==> src/rtl/cap_pkg.sv <==
`timescale 1ns/1ps
package cap_pkg;
    localparam logic [1:0] SRC_PIN = 2'd0;
    localparam logic [1:0] SRC_ENC = 2'd2;

    localparam logic [1:0] EDGE_RISE = 2'b00;
    localparam logic [1:0] EDGE_FALL = 2'b01;

    function automatic int unsigned div_of(input logic [2:0] code);
        case (code)
            3'd0:    div_of = 1;
            3'd1:    div_of = 2;
            3'd2:    div_of = 4;
            3'd3:    div_of = 16;
            3'd4:    div_of = 32;
            default: div_of = 64;
        endcase
    endfunction
endpackage

==> src/rtl/cap_sync.sv <==
`timescale 1ns/1ps
module cap_sync #(
    parameter int STAGES = 2
) (
    input  logic clk,
    input  logic rst_n,
    input  logic din,
    output logic dout
);
    logic [STAGES-1:0] chain_d, chain_q;

    always_comb begin
        chain_d = {chain_q[STAGES-2:0], din};
    end

    always_ff @(posedge clk or negedge rst_n) begin
        if (!rst_n) chain_q <= '0;
        else        chain_q <= chain_d;
    end

    assign dout = chain_q[STAGES-1];
endmodule

==> src/rtl/cap_tick.sv <==
`timescale 1ns/1ps
module cap_tick #(
    parameter int MAX_DIV = 64
) (
    input  logic       clk,
    input  logic       rst_n,
    input  logic [2:0] div_sel,
    output logic       tick
);
    import cap_pkg::*;
    localparam int CW = $clog2(MAX_DIV);

    logic [CW-1:0] cnt_d, cnt_q;
    logic [CW-1:0] lim;

    always_comb begin
        lim   = CW'(div_of(div_sel) - 1);
        tick  = 1'b0;
        cnt_d = cnt_q + 1'b1;
        if (cnt_q >= lim) begin
            tick  = 1'b1;
            cnt_d = '0;
        end
    end

    always_ff @(posedge clk or negedge rst_n) begin
        if (!rst_n) cnt_q <= '0;
        else        cnt_q <= cnt_d;
    end
endmodule

==> src/rtl/cap_filter.sv <==
`timescale 1ns/1ps
module cap_filter (
    input  logic clk,
    input  logic rst_n,
    input  logic din,
    input  logic tick,
    input  logic bypass,
    output logic lvl
);
    typedef struct packed {
        logic [1:0] hist;
        logic       lvl;
    } filt_t;

    filt_t st_d, st_q;

    always_comb begin
        st_d = st_q;
        if (tick) begin
            st_d.hist = {st_q.hist[0], din};
            if (din == st_q.hist[0] && din == st_q.hist[1])
                st_d.lvl = din;
        end
        if (bypass)
            st_d.lvl = din;
    end

    always_ff @(posedge clk or negedge rst_n) begin
        if (!rst_n) st_q <= '0;
        else        st_q <= st_d;
    end

    assign lvl = st_q.lvl;
endmodule

==> src/rtl/cap_channel.sv <==
`timescale 1ns/1ps
module cap_channel #(
    parameter int CNT_W   = 24,
    parameter int MAX_DIV = 64
) (
    input  logic             clk,
    input  logic             rst_n,
    input  logic             pin_in,
    input  logic             enc_in,
    input  logic [1:0]       src_sel,
    input  logic             chan_en,
    input  logic             filt_bypass,
    input  logic [2:0]       filt_div_sel,
    input  logic [1:0]       edge_sel,
    input  logic [CNT_W-1:0] counter_val,
    input  logic             flag_clr,
    input  logic             irq_en,
    output logic [CNT_W-1:0] hold_val,
    output logic             trig_flag,
    output logic             cap_event,
    output logic             level,
    output logic             irq
);
    import cap_pkg::*;

    typedef struct packed {
        logic             prev;
        logic [CNT_W-1:0] hold;
        logic             flag;
        logic             evt;
    } chan_t;

    chan_t st_d, st_q;
    logic  raw_in, sync_in, tick, filt_lvl;
    logic  rise, fall, hit;

    always_comb begin
        case (src_sel)
            SRC_PIN: raw_in = pin_in;
            SRC_ENC: raw_in = enc_in;
            default: raw_in = 1'b0;
        endcase
    end

    cap_sync #(.STAGES(2)) u_sync (
        .clk(clk), .rst_n(rst_n), .din(raw_in), .dout(sync_in)
    );

    cap_tick #(.MAX_DIV(MAX_DIV)) u_tick (
        .clk(clk), .rst_n(rst_n), .div_sel(filt_div_sel), .tick(tick)
    );

    cap_filter u_filt (
        .clk(clk), .rst_n(rst_n), .din(sync_in), .tick(tick),
        .bypass(filt_bypass), .lvl(filt_lvl)
    );

    always_comb begin
        st_d      = st_q;
        st_d.prev = filt_lvl;
        rise      = filt_lvl & ~st_q.prev;
        fall      = ~filt_lvl & st_q.prev;
        case (edge_sel)
            EDGE_RISE: hit = rise;
            EDGE_FALL: hit = fall;
            default:   hit = rise | fall;
        endcase
        hit      = hit & chan_en;
        st_d.evt = hit;
        if (flag_clr) st_d.flag = 1'b0;
        if (hit) begin
            st_d.flag = 1'b1;
            st_d.hold = counter_val;
        end
    end

    always_ff @(posedge clk or negedge rst_n) begin
        if (!rst_n) st_q <= '0;
        else        st_q <= st_d;
    end

    assign hold_val  = st_q.hold;
    assign trig_flag = st_q.flag;
    assign cap_event = st_q.evt;
    assign level     = filt_lvl;
    assign irq       = st_q.flag & irq_en;
endmodule

==> config.mk <==
export PLATFORM = sky130hd
export DESIGN_NAME = cap_channel
export DESIGN_NICKNAME = d
export VERILOG_FILES = /design/src/rtl/cap_pkg.sv /design/src/rtl/cap_sync.sv /design/src/rtl/cap_tick.sv /design/src/rtl/cap_filter.sv /design/src/rtl/cap_channel.sv
export SDC_FILE = /design/constraint.sdc
export NUM_CORES = 1
export LEC_CHECK = 0
export ABC_CLOCK_PERIOD_IN_PS = 4630
export BUFFER_PORTS_ARGS = -buffer_cell sky130_fd_sc_hd__clkbuf_2
export CAP_MARGIN = 25
export CELL_PAD_IN_SITES_DETAIL_PLACEMENT = 1
export CELL_PAD_IN_SITES_GLOBAL_PLACEMENT = 2
export CORE_MARGIN = 5
export CORE_UTILIZATION = 34
export DETAILED_ROUTE_END_ITERATION = 8
export GPL_TIMING_DRIVEN = 0
export PLACE_DENSITY_LB_ADDON = 0.1
export SKIP_LAST_GASP = 1
export SLEW_MARGIN = 20
export SYNTH_ARGS = -nofsm -noshare
export SYNTH_HDL_FRONTEND = slang
export SYNTH_HIERARCHICAL = 1
export SYNTH_SLANG_ARGS = --single-unit
==> constraint.sdc <==
create_clock -name clk -period 4.63 [get_ports clk]
set_clock_uncertainty 0.15 [all_clocks]
set_input_delay 0.6945 -clock clk [delete_from_list [all_inputs] [get_ports clk]]
set_output_delay 0.6945 -clock clk [all_outputs]
set_load 0.02 [all_outputs]
==> flow_metrics.env, run 1 <==
export IMPL_grt_setup_unrepaired="no"
export IMPL_min_period_over_period_pct=69.24
export IMPL_wl_mm=4.188
export IMPL_netlist_instances=151
export IMPL_synth_top_area_share_pct=49.58
export IMPL_fin_tns_setup_ps=0
export IMPL_finalNetCount=275
export IMPL_first_global_vias=1566
export IMPL_std_cell_rows=27
export IMPL_wl_per_cell_um=14.05
export IMPL_dpl_hpwl_mm=3.387
export IMPL_setup_viol=0
export IMPL_synth_edf_count=0
export IMPL_drive_gt1_share_pct=57.52
export IMPL_final_common_cell="clkbuf_2"
export IMPL_drc=0
export IMPL_synth_mux_area_share_pct=16.57
export IMPL_hold_viol=0
export IMPL_slew_violations=0
export IMPL_post_cts_setup_buffer_count=0
export IMPL_grt_max_degree=39
export IMPL_max_stage_delay_ps=440
export IMPL_ys_types=30
export IMPL_avgSynthCellArea_um2=12.70
export IMPL_synth_compound_area_share_pct=7.175
export IMPL_max_slew_margin_pct=64.08
export IMPL_drt_initial_drc_count=15
export IMPL_synth_seq_area_share_pct=49.58
export IMPL_grt_pass1_wl_mm=7.224
export IMPL_endpoint_kind="flop"
export IMPL_synth_flop_cell="dfrtp_1"
export IMPL_synth_area_leaders="dfrtp_1 50%, mux2_2 14%, buf_4 9.4%"
export IMPL_async_reset_ff_share_pct=100.0
export IMPL_path_buf_inv=1
export IMPL_crit_fanout=7
export IMPL_antennaDiodeCount=0
export IMPL_num_io_pins=67
export IMPL_synth_top_family_by_area="multiplexers"
export IMPL_place_gp_congestion=0.6758
export IMPL_worstReg2RegStart="u_tick/cnt_q[4]"
export IMPL_leakage_nw=1.271
export IMPL_design_area_um2=2501
export IMPL_die_h_um=85.11
export IMPL_h_tree_depth=2
export IMPL_worstPathArrival_ps=3230
export IMPL_grt_overflow=0
export IMPL_first_pass_iters=3
export IMPL_cts_resized=0
export IMPL_grt_usage_pct=12.70
export IMPL_ir_worst_vdd_mv=0.2775
export IMPL_status="completed"
export IMPL_vias=1368
export IMPL_cp_cell_sequence="clkbuf_2 > or3_1 > ha_1 > ha_1 > xor2_1 > ha_1 > nand2_1 > nor2_1 > a21o_1 > mux2_2"
export IMPL_fmax_mhz=311.9
export IMPL_hold_class="input pin to asynchronous set/reset pin"
export IMPL_io_buffers=66
export IMPL_via_per_inst=4.591
export IMPL_final_core_util_pct=45.42
export IMPL_drv_cap=0
export IMPL_critPathTopFamily="simple AND/OR/NAND/NOR gates"
export IMPL_clk_latency_ps=280
export IMPL_crit_start="filt_div_sel[1]"
export IMPL_cp_slowest_cell="nor2_1"
export IMPL_final_seq_area_um2=950.9
export IMPL_synthXorXnorAreaFrac_pct=1.826
export IMPL_synth_warning_count=6
export IMPL_initial_core_util_pct=34.83
export IMPL_cts_path_max_buffers=2
export IMPL_drtAntennaViolNets=0
export IMPL_die_w_um=85.11
export IMPL_cts_tree="done"
export IMPL_yosys_area_share_simple_pct=5.349
export IMPL_cts_made_buffers=5
export IMPL_synth_top_area_cell="dfrtp_1"
export IMPL_placed_cell_area_um2=2338
export IMPL_fill_cells=628
export IMPL_numClockSinks=38
export IMPL_syn_area_um2=1918
export IMPL_clk_pin_slew_ps=70
export IMPL_tightest_slew_ps=536.8
export IMPL_cp_common_cell="ha_1"
export IMPL_worstPathRequired_ps=4650
export IMPL_coreArea_um2=5507
export IMPL_cellPowerDensity_nw_per_um2=579.9
export IMPL_mostFrequentLayoutCells="66 x clkbuf_2, 38 x dfrtp_1, 24 x mux2_2, 24 x buf_4, 11 x ha_1"
export IMPL_start_kind="input pin"
export IMPL_worstSetupPathType="input pin to flop"
export IMPL_dieArea_um2=7244
export IMPL_synthesis_nets=201
export IMPL_area_growth_pct=30.40
export IMPL_ys_ff_latch=38
export IMPL_synthAdderAreaFrac_pct=7.175
export IMPL_holdBufCountCts=0
export IMPL_antenna_found_initial=0
export IMPL_min_period_ps=3206
export IMPL_multi_input_area_um2=730.7
export IMPL_clock_root_buffer="clkbuf_8"
[power by group]
part           switching, mW  internal (mW)  leakage [nW]
clock                  0.116          0.230        0.0714
sequential            0.0795          0.443         0.460
combinational          0.286          0.296         0.740
total                  0.481          0.969          1.27
[worst register-to-register path, stage by stage (launching register included)]
cell and delay (ps):
dfrtp_1 420, ha_1 300, nand2_1 70, nor2_1 440, a21o_1 280, mux2_2 360
[synth_stat cells, types with 2 or more instances]
cell type / count
o21ai_0: 3
mux2_1: 2
nand2_1: 4
mux2_2: 24
or3_1: 2
ha_1: 11
a211oi_1: 5
buf_4: 24
xor2_1: 3
a21oi_1: 4
dfrtp_1: 38
buf_8: 2
inv_1: 7
a21o_1: 2
nor2_1: 3
nand3_1: 3
[state kept, by name, summed over array words and instances (netlist names)]
| signal | cells |
|---|---|
| cap_event | 1 |
| hold_val | 24 |
| st_q | 1 |
| trig_flag | 1 |
| u_filt/lvl | 1 |
| u_filt/st_q | 2 |
| u_sync/chain_q | 2 |
| u_tick/cnt_q | 6 |
[kinds of logic after synthesis]
group           count (synthesis)
xor+xnor                        4
simple gates                   19
compound gates                 18
buf+inv                        33
fa+ha+maj                      11
flops                          38
mux                            28
[worst paths after layout]
path | end | slack [ps] | cells after the start
max in group asynchronous | hold_val[20] | 3740 | 2
worst min register to register | u_sync/chain_q[1] | 200 | 0
worst max register to register | u_filt/st_q[2] | 2510 | 5
worst max-delay path | u_filt/st_q[2] | 1420 | 10
min in group clk | u_sync/chain_q[1] | 200 | 0
worst min-delay path | hold_val[3] | 140 | 1
[layer usage]
layer | GRT usage (%) | vias up | part of all wire [%]
li1 | - | 647 | -
met1 | 12.88 | 678 | 36
met2 | 23.66 | 39 | 56
met3 | 4.466 | 4 | 6.5
met4 | 4.748 | 0 | 1.4
met5 | 0 | - | 0
[final cells by class]
type	instances	area share (%)
clock inverter	2	2.401
sequential	38	38.02
buffer	26	8.404
inverter	7	1.051
clock buffer	6	3.302
multi-input combinational	80	29.21
tap	72	3.602
timing repair buffer	67	14.01
[per-stage QoR]
step,setup slack (ps),total power [mW],hold WS [ps],instances
6_report,1424,1.450,139.7,298
3_5_place_dp,1129,1.124,185.6,289
3_3_place_gp,1253,1.082,184.5,289
5_1_grt,1276,1.556,141.7,298
4_1_cts,1437,1.480,204.2,297
2_1_floorplan,1567,0.9438,181.2,151
(Power assumes the default switching activity.)
==> inputs of run 2 (changes only) <==
--- a/config.mk
+++ b/config.mk
@@ -5,13 +5,13 @@
 export SDC_FILE = /design/constraint.sdc
 export NUM_CORES = 1
 export LEC_CHECK = 0
-export ABC_CLOCK_PERIOD_IN_PS = 4630
+export ABC_CLOCK_PERIOD_IN_PS = 3300
 export BUFFER_PORTS_ARGS = -buffer_cell sky130_fd_sc_hd__clkbuf_2
 export CAP_MARGIN = 25
 export CELL_PAD_IN_SITES_DETAIL_PLACEMENT = 1
 export CELL_PAD_IN_SITES_GLOBAL_PLACEMENT = 2
 export CORE_MARGIN = 5
-export CORE_UTILIZATION = 34
+export CORE_UTILIZATION = 31
 export DETAILED_ROUTE_END_ITERATION = 8
 export GPL_TIMING_DRIVEN = 0
 export PLACE_DENSITY_LB_ADDON = 0.1
==> constraint.sdc (replaced) <==
create_clock -name clk -period 3.3 [get_ports clk]
set_clock_uncertainty 0.15 [all_clocks]
set_input_delay 0.495 -clock clk [delete_from_list [all_inputs] [get_ports clk]]
set_output_delay 0.495 -clock clk [all_outputs]
set_load 0.02 [all_outputs]
==> run 2 against run 1 <==
Core utilization fell by 4.6 points; design area fell by 2.7%; global-route usage fell by 2.1 points; non-clock buffer count fell by 1; wire length fell by 4.3%; sequential share of layout area rose by 1.1 points; cell count rose by 0.67%; setup slack got worse by 1100 ps; sequential power rose by 40%; critical endpoint is now u_filt/lvl.
==> flow_metrics.env, run 2 (synthesized netlist as in run 1, its figures left out) <==
export IMPL_status="completed"
export IMPL_tightest_slew_ps=843.9
export IMPL_drv_cap=0
export IMPL_drc=0
export IMPL_h_tree_depth=2
export IMPL_cts_resized=0
export IMPL_setup_viol=0
export IMPL_grt_pass1_wl_mm=6.437
export IMPL_drive_gt1_share_pct=56.89
export IMPL_clk_latency_ps=280
export IMPL_antenna_found_initial=0
export IMPL_p_total_mw=1.869
export IMPL_worstSetupPathType="input pin to flop"
export IMPL_worstPathRequired_ps=3310
export IMPL_initial_core_util_pct=32.21
export IMPL_grt_overflow=0
export IMPL_drtAntennaViolNets=0
export IMPL_grt_setup_unrepaired="no"
export IMPL_crit_start="filt_div_sel[1]"
export IMPL_mostFrequentLayoutCells="65 x clkbuf_2, 38 x dfrtp_1, 24 x mux2_2, 24 x buf_4, 11 x ha_1"
export IMPL_clk_pin_slew_ps=70
export IMPL_vias=1329
export IMPL_place_ws_ps=-34.84
export IMPL_start_kind="input pin"
export IMPL_antennaDiodeCount=0
export IMPL_slew_violations=0
export IMPL_clock_root_buffer="clkbuf_8"
export IMPL_io_buffers=66
export IMPL_worstPathArrival_ps=3020
export IMPL_endpoint_kind="flop"
export IMPL_cts_tree="done"
export IMPL_std_cell_rows=28
export IMPL_num_io_pins=67
export IMPL_setup_ws_ps=297.2
export IMPL_numClockSinks=38
export IMPL_wl_mm=4.009
export IMPL_holdBufCountCts=0
export IMPL_area_growth_pct=26.88
export IMPL_wl_per_cell_um=13.36
export IMPL_crit_fanout=7
export IMPL_max_slew_margin_pct=43.74
export IMPL_final_core_util_pct=40.86
export IMPL_grt_usage_pct=10.64
export IMPL_die_w_um=88.66
export IMPL_dpl_hpwl_mm=3.258
export IMPL_coreArea_um2=5956
export IMPL_cts_made_buffers=5
export IMPL_place_gp_congestion=0.6666
export IMPL_design_area_um2=2434
export IMPL_die_h_um=88.66
export IMPL_post_cts_setup_buffer_count=0
export IMPL_first_global_vias=1489
export IMPL_min_period_over_period_pct=90.99
export IMPL_via_per_inst=4.430
export IMPL_min_period_ps=3003
export IMPL_hold_viol=0
export IMPL_largest_reg_flops=24
export IMPL_final_common_cell="clkbuf_2"
export IMPL_ir_worst_vdd_mv=0.2621
export IMPL_finalNetCount=274
export IMPL_drt_initial_drc_count=19
export IMPL_cellPowerDensity_nw_per_um2=768.0
export IMPL_first_pass_iters=2
export IMPL_cts_path_max_buffers=2
export IMPL_placed_cell_area_um2=2342
export IMPL_hold_class="input pin to asynchronous set/reset pin"
export IMPL_dieArea_um2=7861
export IMPL_leakage_nw=1.238
export IMPL_fmax_mhz=333.0
export IMPL_grt_max_degree=39
export IMPL_worstReg2RegStart="u_tick/cnt_q[3]"
## run 2: changes by cell type in the layout (fill, tap and decap cells not counted)
cell       change
clkinv_2       +1
bufinv_16      -2
clkbuf_1       +1
buf_2          +1
clkbuf_2       -1
buf_12         -1
## run 2: per-stage QoR
step / hold WS (ps) / cells / TNS [ps]
2_1_floorplan: 49.41 / 151 / 0
3_3_place_gp: 186.0 / 292 / 0
3_5_place_dp: 191.1 / 292 / -38.00
4_1_cts: 188.1 / 300 / 0
5_1_grt: 185.1 / 300 / 0
6_report: 159.9 / 300 / 0
## run 2: final timing paths
check                                          to  slack, ps  cells past startpoint
worst max-delay path                   u_filt/lvl        300                     11
worst min-delay path                  hold_val[3]        160                      1
worst max register to register         u_filt/lvl       1140                      6
worst min register to register  u_sync/chain_q[1]        200                      0
max in group asynchronous         u_tick/cnt_q[1]       2310                      1
min in group clk                u_sync/chain_q[0]        200                      2
## run 2: cell type report
class | count | area, µm²
Fill cell | 697 | 3522
Sequential cell | 38 | 950.9
Multi-Input combinational cell | 80 | 730.7
Timing Repair Buffer | 66 | 330.3
Buffer | 26 | 210.2
Tap cell | 75 | 93.84
Clock buffer | 7 | 86.33
Inverter | 7 | 26.28
Clock inverter | 1 | 5.005
## run 2: power breakdown
group / leakage (nW) / internal, mW / switching (mW)
clock: 0.0482 / 0.168 / 0.154
sequential: 0.460 / 0.622 / 0.110
combinational: 0.730 / 0.412 / 0.401
total: 1.24 / 1.20 / 0.666
## run 2: worst max-delay path, cell delays in order
cell and delay (ps):
clkbuf_2 120, or3_1 410, ha_1 220, ha_1 190, xor2_1 160, ha_1 270, nand2_1 60, o21ai_1 520
a21o_1 210, nor4b_1 270, nor3_1 90
## run 2: metal layers
metal	up-vias	part of all wire [%]	GRT usage, %	wire (µm)
li1	643	-	-	-
met1	635	37	10.68	1494
met2	45	51	18.76	2059
met3	6	10	5.307	405
met4	0	1.2	4.121	50
met5	-	0	0	0
